[src/rtl/grp_sorter_pkg.sv]
package grp_sorter_pkg;
  typedef enum logic {
    DR_IDLE = 1'b0,
    DR_SCAN = 1'b1
  } drain_state_e;
endpackage

[src/rtl/grp_mask_bank.sv]
module grp_mask_bank #(
  parameter int GRP_N  = 4,
  parameter int GRP_W  = 2,
  parameter int LOW_W  = 2,
  parameter int MASK_W = 4
) (
  input  logic                      clk_i,
  input  logic                      rst_ni,
  input  logic                      clear_i,
  input  logic                      wr_en_i,
  input  logic [GRP_W-1:0]          wr_grp_i,
  input  logic [LOW_W-1:0]          wr_low_i,
  input  logic [GRP_W-1:0]          rd_grp_i,
  output logic [MASK_W-1:0]         rd_mask_o,
  output logic [GRP_N*MASK_W-1:0]   masks_o
);
  logic [MASK_W-1:0] mask_q [GRP_N];

  for (genvar g = 0; g < GRP_N; g++) begin : g_grp
    always_ff @(posedge clk_i or negedge rst_ni) begin
      if (!rst_ni)                                      mask_q[g] <= '0;
      else if (clear_i)                                 mask_q[g] <= '0;
      else if (wr_en_i && (wr_grp_i == GRP_W'(g)))      mask_q[g] <= mask_q[g] | (MASK_W'(1) << wr_low_i);
    end
    assign masks_o[g*MASK_W +: MASK_W] = mask_q[g];
  end

  assign rd_mask_o = mask_q[rd_grp_i];
endmodule

[src/rtl/grp_lsb_pick.sv]
module grp_lsb_pick #(
  parameter int W     = 4,
  parameter int IDX_W = 2
) (
  input  logic [W-1:0]     vec_i,
  output logic [IDX_W-1:0] idx_o,
  output logic             any_o,
  output logic             single_o
);
  // descending walk so the lowest set bit wins
  always_comb begin
    idx_o = '0;
    for (int i = W - 1; i >= 0; i--) begin
      if (vec_i[i]) idx_o = IDX_W'(i);
    end
  end

  assign any_o    = |vec_i;
  assign single_o = any_o && ((vec_i & (vec_i - W'(1))) == '0);
endmodule

[src/rtl/grp_drain_ctrl.sv]
module grp_drain_ctrl
  import grp_sorter_pkg::*;
#(
  parameter int GRP_W  = 2,
  parameter int LOW_W  = 2,
  parameter int MASK_W = 4
) (
  input  logic              clk_i,
  input  logic              rst_ni,
  input  logic              req_i,
  input  logic [GRP_W-1:0]  grp_i,
  input  logic [MASK_W-1:0] mask_i,
  output logic              ready_o,
  output logic              busy_o,
  output logic [GRP_W-1:0]  grp_o,
  output logic              valid_o,
  output logic [LOW_W-1:0]  low_o,
  output logic              last_o,
  output logic              done_o
);
  drain_state_e      state_q;
  logic [MASK_W-1:0] scan_q;
  logic [GRP_W-1:0]  grp_q;
  logic              any, single;
  logic [LOW_W-1:0]  idx;
  logic              accept;

  grp_lsb_pick #(.W(MASK_W), .IDX_W(LOW_W)) u_pick (
    .vec_i   (scan_q),
    .idx_o   (idx),
    .any_o   (any),
    .single_o(single)
  );

  assign ready_o = (state_q == DR_IDLE);
  assign busy_o  = (state_q == DR_SCAN);
  assign accept  = req_i && ready_o;
  assign valid_o = busy_o && any;
  assign last_o  = busy_o && single;
  assign done_o  = busy_o && (single || !any);
  assign low_o   = idx;
  assign grp_o   = grp_q;

  always_ff @(posedge clk_i or negedge rst_ni) begin
    if (!rst_ni) begin
      state_q <= DR_IDLE;
      scan_q  <= '0;
      grp_q   <= '0;
    end else if (accept) begin
      state_q <= DR_SCAN;
      scan_q  <= mask_i;
      grp_q   <= grp_i;
    end else if (busy_o) begin
      if (done_o) begin
        state_q <= DR_IDLE;
        scan_q  <= '0;
      end else begin
        scan_q  <= scan_q & ~(MASK_W'(1) << idx);
      end
    end
  end
endmodule

[src/rtl/grp_sorter.sv]
module grp_sorter
  import grp_sorter_pkg::*;
#(
  parameter int ITEM_W = 4,
  parameter int LOW_W  = 2,
  localparam int GRP_W  = ITEM_W - LOW_W,
  localparam int GRP_N  = 1 << GRP_W,
  localparam int MASK_W = 1 << LOW_W
) (
  input  logic              clk_i,
  input  logic              rst_ni,
  input  logic              clear_i,
  input  logic              item_valid_i,
  input  logic [ITEM_W-1:0] item_i,
  output logic              item_ready_o,
  input  logic              drain_req_i,
  input  logic [GRP_W-1:0]  drain_grp_i,
  output logic              drain_ready_o,
  output logic              out_valid_o,
  output logic [ITEM_W-1:0] out_item_o,
  output logic              out_last_o,
  output logic              drain_done_o
);
  logic [GRP_W-1:0]        item_grp;
  logic [LOW_W-1:0]        item_low;
  logic [MASK_W-1:0]       rd_mask;
  logic [GRP_N*MASK_W-1:0] masks_flat;
  logic                    busy;
  logic [GRP_W-1:0]        act_grp;
  logic [LOW_W-1:0]        out_low;
  logic                    hit_active, hit_new;

  assign item_grp = item_i[ITEM_W-1 -: GRP_W];
  assign item_low = item_i[LOW_W-1:0];

  // hold off writes to the group whose word is being scanned
  assign hit_active   = busy && (item_grp == act_grp);
  assign hit_new      = drain_req_i && drain_ready_o && (item_grp == drain_grp_i);
  assign item_ready_o = !(hit_active || hit_new);

  grp_mask_bank #(
    .GRP_N(GRP_N), .GRP_W(GRP_W), .LOW_W(LOW_W), .MASK_W(MASK_W)
  ) u_bank (
    .clk_i    (clk_i),
    .rst_ni   (rst_ni),
    .clear_i  (clear_i),
    .wr_en_i  (item_valid_i && item_ready_o),
    .wr_grp_i (item_grp),
    .wr_low_i (item_low),
    .rd_grp_i (drain_grp_i),
    .rd_mask_o(rd_mask),
    .masks_o  (masks_flat)
  );

  grp_drain_ctrl #(
    .GRP_W(GRP_W), .LOW_W(LOW_W), .MASK_W(MASK_W)
  ) u_drain (
    .clk_i  (clk_i),
    .rst_ni (rst_ni),
    .req_i  (drain_req_i),
    .grp_i  (drain_grp_i),
    .mask_i (rd_mask),
    .ready_o(drain_ready_o),
    .busy_o (busy),
    .grp_o  (act_grp),
    .valid_o(out_valid_o),
    .low_o  (out_low),
    .last_o (out_last_o),
    .done_o (drain_done_o)
  );

  assign out_item_o = {act_grp, out_low};
endmodule

[config.mk]
export PLATFORM = sky130hd
export DESIGN_NAME = grp_sorter
export DESIGN_NICKNAME = d
export VERILOG_FILES = /design/src/rtl/grp_sorter_pkg.sv /design/src/rtl/grp_mask_bank.sv /design/src/rtl/grp_lsb_pick.sv /design/src/rtl/grp_drain_ctrl.sv /design/src/rtl/grp_sorter.sv
export SDC_FILE = /design/constraint.sdc
export NUM_CORES = 1
export LEC_CHECK = 0
export BUFFER_PORTS_ARGS = -buffer_cell sky130_fd_sc_hd__buf_2
export CAP_MARGIN = 20
export CORE_MARGIN = 3
export CORE_UTILIZATION = 39
export CTS_CLUSTER_DIAMETER = 40
export DETAILED_ROUTE_END_ITERATION = 7
export MAX_ROUTING_LAYER = met4
export SYNTH_ARGS = -nofsm -noshare
export SYNTH_HDL_FRONTEND = slang
export SYNTH_SLANG_ARGS = --single-unit
[constraint.sdc]
create_clock -name clk_i -period 3.4 [get_ports clk_i]
set_clock_uncertainty 0.1 [all_clocks]
set_input_delay 0.51 -clock clk_i [delete_from_list [all_inputs] [get_ports clk_i]]
set_output_delay 0.51 -clock clk_i [all_outputs]
set_load 0.1 [all_outputs]
==> results of run 1 <==
per-stage QoR:
| stage | std cells | instance area, um^2 |
|---|---|---|
| final | 196 | 1500 |
| after global routing | 196 | 1500 |
| after CTS | 196 | 1500 |
| after detailed placement | 192 | 1480 |
| after global placement | 192 | 1480 |
| after floorplan | 135 | 1370 |
Yosys cell counts, types with 2 or more instances:
cell | instances | share of area (%)
a21oi_1 | 4 | 1.5
and4b_1 | 2 | 1.5
and4bb_2 | 2 | 1.8
buf_4 | 2 | 1.1
buf_6 | 2 | 1.6
clkbuf_1 | 3 | 0.82
dfrtp_1 | 23 | 42
inv_1 | 5 | 1.4
mux4_1 | 3 | 5.8
nand2_1 | 20 | 5.5
nand2b_1 | 8 | 3.7
nand3b_1 | 2 | 1.1
nor2_1 | 7 | 1.9
nor2b_1 | 3 | 1.4
nor3_2 | 2 | 1.5
o21ai_0 | 4 | 1.5
o31ai_1 | 12 | 6.6
o32ai_1 | 4 | 2.6
or2b_1 | 6 | 3.3
xor2_1 | 5 | 3.2
worst min path at each step:
stage | from | end
6_report | rst_ni | u_drain.scan_q[3]
5_1_grt | rst_ni | u_bank.masks_o[4]
4_1_cts | rst_ni | u_drain.scan_q[3]
3_5_place_dp | u_bank.masks_o[2] | u_bank.masks_o[2]
3_3_place_gp | u_bank.masks_o[2] | u_bank.masks_o[2]
2_1_floorplan | rst_ni | u_bank.masks_o[0]
flip-flops by register name, indices dropped and copies added, names as in the netlist:
| register | cells |
|---|---|
| u_bank.masks_o | 16 |
| u_drain.scan_q | 4 |
| u_drain.grp_o | 2 |
| u_drain.busy_o | 1 |
where the power goes:
part           switching [mW]  internal (mW)
registers             0.00857          0.282
clock network          0.0832         0.0439
logic                   0.104         0.0319
area by class of cell:
class	count	area [um^2]
clock buffer	3	22.5
clock inverter	1	5.00
fill	333	1700
inverter	6	22.5
multi-input combinational	98	713
sequential	23	576
tap	44	55.1
timing repair buffer	21	110
critical path: cells and delay by family, from the launching register on:
| family | cells | cell delay, ns |
|---|---|---|
| buf+inv | 1 | 0.43 |
| compound gates | 1 | 0.12 |
| flops | 1 | 0.50 |
| simple gates | 2 | 0.62 |
kinds of logic after synthesis:
family	after synthesis
simple gates	58
compound gates	29
flops	23
buf+inv	14
xor+xnor	5
mux	5
fa+ha+maj	1
layer usage:
metal | GRT usage, % | vias up | wire, um
met5 | - | - | 0
met4 | 3.89 | 0 | 4
met3 | 2.74 | 2 | 99
met2 | 23.5 | 16 | 1380
met1 | 20.2 | 522 | 1350
li1 | - | 521 | -
==> impl_metrics.csv, run 1 <==
group,metric,value,unit
synthesis,synth_top_family_by_area,"simple AND/OR/NAND/NOR gates",
final_layout,final_cell_mix,"23 x dfrtp_1, 20 x nand2_1, 19 x buf_2",
synthesis,muxShareOfSynthArea,8.16,%
synthesis,synth_compound_area_share,15.3,%
synthesis,syn_avg_cell_area,10.1,um^2
routing,drc,0,
setup_path,crit_required,2.79,ns
floorplan,rows,20,
floorplan,ios,20,
floorplan,die-area,0.00425,mm^2
routing,drt_first_pass_iters,4,
cts,root_buffer,"clkbuf_4",
global_route,grt_pass1_vias,1022,
setup_path,critPathCapture,"out_last_o",
hold_path,hold_class,"primary input to async pin",
global_route,antenna_found_initial,0,
cts,cts_resized,0,
timing,fmax,386,MHz
place,gp_congestion,0.755,
place,io_buffers,19,
synthesis,synthAdderAreaFrac,0.733,%
timing,tightestPinTransition,0.520,ns
setup_path,r2r_start,"u_drain.busy_o",
cts,cts_made_buffers,3,
routing,drtIter0Drc,64,
global_route,grt_pass1_wl,4820,um
cts,clkTransAtPathRegs,0.13,ns
floorplan,die_h,65.2,um
run,maxCapViolations,0,
pwr,p_per_area,369,mW/mm^2
routing,wire_per_inst,14.4,um
cts,cts.sinks,23,
timing,drv_slew,0,
synthesis,synth-edff-count,0,
final_layout,final_common_cell,"dfrtp_1",
setup_path,cpMaxStageDelayCell,"dfrtp_1",
final_layout,final_core_util,47.0,%
cts,cts_hold_buf,0,
setup_path,arrival,1.98,ns
final_layout,fin_nets,164,
place,dp_slack,1.13,ns
synthesis,yosysWarnings,0,
final_layout,area_growth,10.2,%
cts,cts_tree,"yes",
synthesis,ys_seq_area_share,42.2,%
routing,drt-total-wl,2830,um
synthesis,synthesis.nets,146,
timing,hold_viol,0,
setup_path,crit_path_end_kind,"output port",
synthesis,synthSimpleGateAreaFrac,24.8,%
timing,fin_crit,2.59,ns
pwr,irDropWorstVdd,159,uV
synthesis,synth_cells,135,
setup_path,crit_start,"u_drain.scan_q[0]",
final_layout,diodes,0,
synthesis,async_flop_share,100,%
setup_path,start_kind,"flip-flop",
cts,h-tree-depth,1,
timing,setup_tns,0,ns
synthesis,synth-xor-area-share,3.21,%
timing,setup_ws,0.808,ns
setup_path,cp_max_fo,10,
global_route,grt_max_degree,24,
pwr,p_total,554,uW
timing,worst_hold_slack,0.0501,ns
setup_path,worstRegToRegCells,4,
routing,num_vias,1061,
run_status,status,"complete, no violations",
floorplan,initial_core_util,42.6,%
cts,clock_latency,0.31,ns
setup_path,r2r_end,"u_bank.masks_o[12]",
floorplan,fp.dieW,65.2,um
routing,routed_via_density,5.41,
timing,setup_viol,0,
setup_path,path_cells,"or3_1 > or2_0 > a21oi_1 > buf_2",
timing,grt_setup_unrepaired,"false",
synthesis,synth_flop_cell,"dfrtp_1",
synthesis,synth_area,0.00137,mm^2
synthesis,ys_ff_latch,23,
timing,post-route-period-util,76.2,%
place,place_hpwl,2050,um
synthesis,synth_cell_types,36,
pwr,p_leak,0.672,nW
cts,clk_path_buf_depth,2,
setup_path,criticalPathCategory,"flip-flop to output port",
setup_path,rrSetupSlack,1.90,ns
routing,ant_nets,0,
timing,slew_headroom,65.3,%
global_route,groute.usage.overall,15.0,%
setup_path,slowest_delay,0.50,ns
final_layout,drive_gt1_share,21.1,%
cts,cts_setup_buffers,0,
global_route,grt_overflow,0,
floorplan,fp.coreArea,0.00320,mm^2
No activity file was read; power rests on OpenSTA's default activity.
==> run 2, diff against run 1 <==
==> constraint.sdc (replaced) <==
create_clock -name clk_i -period 2.1 [get_ports clk_i]
set_clock_uncertainty 0.1 [all_clocks]
set_input_delay 0.315 -clock clk_i [delete_from_list [all_inputs] [get_ports clk_i]]
set_output_delay 0.315 -clock clk_i [all_outputs]
set_load 0.1 [all_outputs]
==> impl_metrics.csv, run 2 (synthesis results as in run 1) <==
group,metric,value,unit
routing,num_vias,1071,
cts,cts_made_buffers,3,
cts,root_buffer,"clkbuf_4",
setup_path,r2r_start,"u_drain.busy_o",
timing,setup_tns,-0.0306,ns
pwr,p_per_area,567,mW/mm^2
place,io_buffers,19,
global_route,groute.usage.overall,16.6,%
run,maxCapViolations,0,
setup_path,crit_required,1.68,ns
timing,setup_ws,-0.0306,ns
cts,cts.sinks,23,
routing,wire_per_inst,15.1,um
timing,fmax,469,MHz
cts,clkTransAtPathRegs,0.13,ns
setup_path,crit_start,"u_drain.scan_q[3]",
timing,drv_slew,0,
hold_path,whs_path_depth,3,
global_route,grt_overflow,0,
pwr,p_total,922,uW
cts,h-tree-depth,1,
final_layout,fin_nets,170,
run_status,status,"complete, but fails checks",
setup_path,crit_path_end_kind,"output port",
routing,drt_first_pass_iters,4,
floorplan,initial_core_util,42.6,%
final_layout,area_growth,19.1,%
timing,setup_viol,1,
final_layout,final.fill_count,310,
routing,ant_nets,0,
cts,clock_latency,0.31,ns
timing,grt_setup_unrepaired,"true",
final_layout,largest_reg_flops,16,
global_route,grt_pass1_vias,1095,
timing,tightestPinTransition,0.516,ns
floorplan,die-area,0.00425,mm^2
final_layout,diodes,0,
timing,fin_crit,2.13,ns
place,place_inst,193,
pwr,irDropWorstVdd,251,uV
place,gp_congestion,0.782,
cts,cts_tree,"yes",
floorplan,die_h,65.2,um
setup_path,cp_max_fo,3,
place,dpl_cell_area,0.00155,mm^2
floorplan,ios,20,
timing,slew_headroom,65.6,%
place,place_hpwl,2150,um
hold_path,hold_class,"primary input to flip-flop",
final_layout,final_area,0.00163,mm^2
floorplan,rows,20,
cts,clk_path_buf_depth,2,
pwr,p_leak,0.707,nW
timing,worst_hold_slack,0.184,ns
floorplan,fp.coreArea,0.00320,mm^2
global_route,grt_max_degree,24,
timing,post-route-period-util,101,%
routing,drc,0,
timing,hold_viol,0,
run_status,violations,"negative setup slack",
global_route,antenna_found_initial,0,
setup_path,arrival,1.72,ns
hold_path,min_from,"drain_grp_i[1]",
setup_path,worstRegToRegCells,4,
routing,drt-total-wl,3040,um
final_layout,drive_gt1_share,28.5,%
routing,routed_via_density,5.30,
routing,drtIter0Drc,55,
final_layout,final_cells,202,
floorplan,fp.dieW,65.2,um
setup_path,start_kind,"flip-flop",
setup_path,criticalPathCategory,"flip-flop to output port",
global_route,grt_pass1_wl,5370,um
final_layout,final_cell_mix,"20 x nand2_1, 20 x dfrtp_1, 16 x buf_2",
[run 2: changes by cell type in the layout (fill, tap and decap cells not counted), sizes merged]
cell         before  now
buf              21   26
clkbuf            3    4
clkinv            1    0
dlygate4sd3       0    1
[run 2: area by class of cell]
type / instances / area [um^2] / area share [%]
Timing Repair Buffer: 27 / 190 / 11.7
Inverter: 6 / 22.5 / 1.39
Multi-Input combinational cell: 98 / 752 / 46.3
Tap cell: 44 / 55.1 / 3.39
Clock buffer: 4 / 26.3 / 1.62
Sequential cell: 23 / 579 / 35.6
[run 2: final timing paths]
path,endpoint,slack [ns]
max,out_last_o,-0.03
min,u_drain.grp_o[1],0.18
max reg2reg,u_bank.masks_o[13],0.47
min reg2reg,u_bank.masks_o[2],0.40
max in group asynchronous,u_drain.scan_q[3],1.13
min in group asynchronous,u_bank.masks_o[9],0.39
[run 2: timing repair]
item / CTS / global route
pin swaps: 2 / 0
setup endpoints to repair: 3 / 2
gates resized for setup: 4 / 1
setup buffers: 3 / 1
hold endpoints to repair: 23 / 0
hold buffers: 1 / 0
[run 2: routing by layer]
layer / part of all wire [%] / track usage (%) / up-vias
met5: 0 / - / -
met1: 46 / 22.3 / 516
met4: 2.0 / 6.48 / 0
met3: 3.9 / 2.22 / 6
met2: 48 / 25.7 / 20
li1: - / - / 529
[run 2: metrics by stage]
step,util (%),setup slack [ns]
2_1_floorplan,-,-0.276
3_3_place_gp,48.5,0.243
3_5_place_dp,48.5,0.217
4_1_cts,50.5,-0.0444
5_1_grt,50.7,-0.105
6_report,50.7,-0.0306
[run 2: worst max-delay path, stage by stage (launching register included)]
cell     delay [ns]
dfrtp_2        0.44
or3_1          0.38
or2_1          0.25
a21oi_4        0.15
buf_12         0.19
[run 2: where the power goes]
group	internal (mW)	switching, mW
registers	0.457	0.0128
clock network	0.0742	0.133
logic	0.0651	0.179
total	0.597	0.325
==> run 3, diff against run 2 <==
--- a/config.mk
+++ b/config.mk
@@ -5,6 +5,7 @@
 export SDC_FILE = /design/constraint.sdc
 export NUM_CORES = 1
 export LEC_CHECK = 0
+export ABC_AREA = 1
 export BUFFER_PORTS_ARGS = -buffer_cell sky130_fd_sc_hd__buf_2
 export CAP_MARGIN = 20
 export CORE_MARGIN = 3
==> impl_metrics.csv, run 3 <==
group,metric,value,unit
final_layout,final_common_cell,"nand2_1",
hold_path,min_from,"drain_req_i",
pwr,comb_power_share,36.6,%
setup_path,criticalPathCategory,"flip-flop to output port",
timing,grt_setup_unrepaired,"false",
place,gp_congestion,0.818,
final_layout,diodes,0,
run,maxCapViolations,0,
place,place_hpwl,2680,um
place,dpl_cell_area,0.00164,mm^2
synthesis,yosysTopAreaCell,"dfrtp_1",
final_layout,area_growth,16.4,%
final_layout,fin_nets,240,
place,io_buffers,19,
global_route,groute.usage.overall,18.2,%
setup_path,arrival,1.56,ns
pwr,p_per_area,720,mW/mm^2
timing,post-route-period-util,94.1,%
synthesis,syn_avg_cell_area,7.08,um^2
synthesis,synth_area_leaders,"dfrtp_1 39%, nand2_1 14%, nand3_1 13%",
floorplan,fp.coreArea,0.00347,mm^2
timing,drv_slew,0,
global_route,antenna_found_initial,0,
cts,cts_tree,"yes",
global_route,grt_max_degree,33,
synthesis,synth.most_common_cell,"nand2_1",
synthesis,synth_cells,207,
pwr,swShare,43.2,%
pwr,internal_power,698,uW
final_layout,final_core_util,49.2,%
synthesis,synthesis.nets,218,
final_layout,drive_gt1_share,23.2,%
floorplan,die-area,0.00453,mm^2
synthesis,ys_ff_latch,23,
synthesis,synth_top_cell_area_share,39.2,%
global_route,grt_pass1_vias,1226,
cts,clk_path_buf_depth,2,
pwr,switching_power,531,uW
final_layout,seq_area,578,um^2
cts,clock_latency,0.27,ns
synthesis,synth-edff-count,0,
cts,clkTransAtPathRegs,0.09,ns
hold_path,hold_class,"primary input to flip-flop",
setup_path,crit_required,1.68,ns
synthesis,synth_area,0.00147,mm^2
routing,drt-total-wl,3510,um
synthesis,synth_cell_types,24,
cts,cts.sinks,23,
floorplan,die_h,67.3,um
setup_path,crit_path_end_kind,"output port",
routing,num_vias,1352,
routing,drt_first_pass_iters,4,
pwr,clkPwrFrac,23.4,%
final_layout,multiInputGateArea,758,um^2
synthesis,ys_seq_area_share,39.2,%
timing,fmax,506,MHz
pwr,p_leak,0.922,nW
pwr,p_seq_share,40.0,%
setup_path,r2r_start,"u_drain.busy_o",
synthesis,async_flop_share,100,%
timing,setup_viol,0,
run_status,status,"complete, no violations",
floorplan,initial_core_util,42.3,%
floorplan,ios,20,
routing,wire_per_inst,12.8,um
final_layout,final_cell_mix,"55 x nand2_1, 37 x nand3_1, 28 x inv_1",
floorplan,rows,21,
cts,h-tree-depth,1,
timing,slew_headroom,64.6,%
cts,cts_setup_buffers,0,
setup_path,cp_max_fo,9,
routing,ant_nets,0,
final_layout,final.fill_count,353,
setup_path,crit_start,"u_drain.busy_o",
synthesis,yosysWarnings,0,
routing,drtIter0Drc,96,
synthesis,synthTopCellsByCount,"55 x nand2_1, 37 x nand3_1, 28 x inv_1",
timing,hold_viol,0,
cts,cts_made_buffers,3,
timing,tightestPinTransition,0.531,ns
routing,drc,0,
final_layout,final_area,0.00171,mm^2
global_route,grt_pass1_wl,5950,um
global_route,grt_overflow,0,
cts,root_buffer,"clkbuf_8",
floorplan,fp.dieW,67.3,um
setup_path,start_kind,"flip-flop",
routing,routed_via_density,4.93,
final_layout,largest_reg_flops,16,
pwr,irDropWorstVdd,270,uV
synthesis,synth_flop_cell,"dfrtp_1",
timing,fin_crit,1.98,ns
==> run 3: cell families after synthesis <==
kind of cell	after synthesis	synth area share [%]
simple gates	122	40.9
buf+inv	39	10.5
compound gates	23	9.39
flops	23	39.2
==> run 3: final timing paths <==
kind / endpoint / slack (ns) / cells after the start
worst max register to register: u_bank.masks_o[10] / 0.63 / 8
worst min-delay path: u_drain.busy_o / 0.25 / 3
worst max-delay path: item_ready_o / 0.12 / 6
max in group asynchronous: u_drain.grp_o[0] / 1.07 / 2
min in group asynchronous: u_bank.masks_o[5] / 0.45 / 2
worst min register to register: u_bank.masks_o[11] / 0.42 / 2
==> run 3: layer usage <==
| metal | vias to the layer above | part of all wire, % | GRT usage, % |
|---|---|---|---|
| li1 | 706 | - | - |
| met1 | 613 | 50 | 25.0 |
| met2 | 29 | 45 | 28.0 |
| met3 | 4 | 3.9 | 2.50 |
| met4 | 0 | 1.2 | 5.32 |
| met5 | - | 0 | - |
==> run 3: final cells by class <==
cell class                      count  share of cell area [%]
Sequential cell                    23                    33.9
Clock inverter                      1                   0.293
Tap cell                           46                    3.37
Multi-Input combinational cell    145                    44.4
Inverter                           35                    7.84
Timing Repair Buffer               21                    7.77
Clock buffer                        3                    2.42
==> run 3: worst max-delay path, cell delays in order (launching register included) <==
cell and delay, ns:
dfrtp_1 0.44, inv_4 0.13, nand2_4 0.10, a21oi_2 0.16
nand2_4 0.10, and2_2 0.19, buf_12 0.16
==> run 3: through the flow <==
stage | std cells | TNS [ns] | worst slack (ns) | hold WS, ns | total power, mW
2_1_floorplan | 207 | -0.244 | -0.244 | -0.0806 | 0.850
3_3_place_gp | 269 | 0 | 0.344 | 0.232 | 0.944
3_5_place_dp | 269 | 0 | 0.330 | 0.232 | 0.946
4_1_cts | 274 | 0 | 0.0283 | 0.254 | 1.23
5_1_grt | 274 | 0 | 0.0243 | 0.268 | 1.29
6_report | 274 | 0 | 0.124 | 0.253 | 1.23
==> run 3: power groups by stage <==
stage	sequential [mW]	combinational, mW	clock, mW
global route	0.496	0.483	0.313
global placement	0.499	0.445	0
detailed placement	0.500	0.446	0
floorplan	0.543	0.307	0
finish	0.492	0.450	0.288
CTS	0.491	0.448	0.293
==> run 3: timing repair <==
item                                    4_1_cts  5_1_grt
endpoints found under the setup margin        0        4
resized for setup                             0        5
hold buffers                                  1        0
endpoints found under the hold margin        23        0
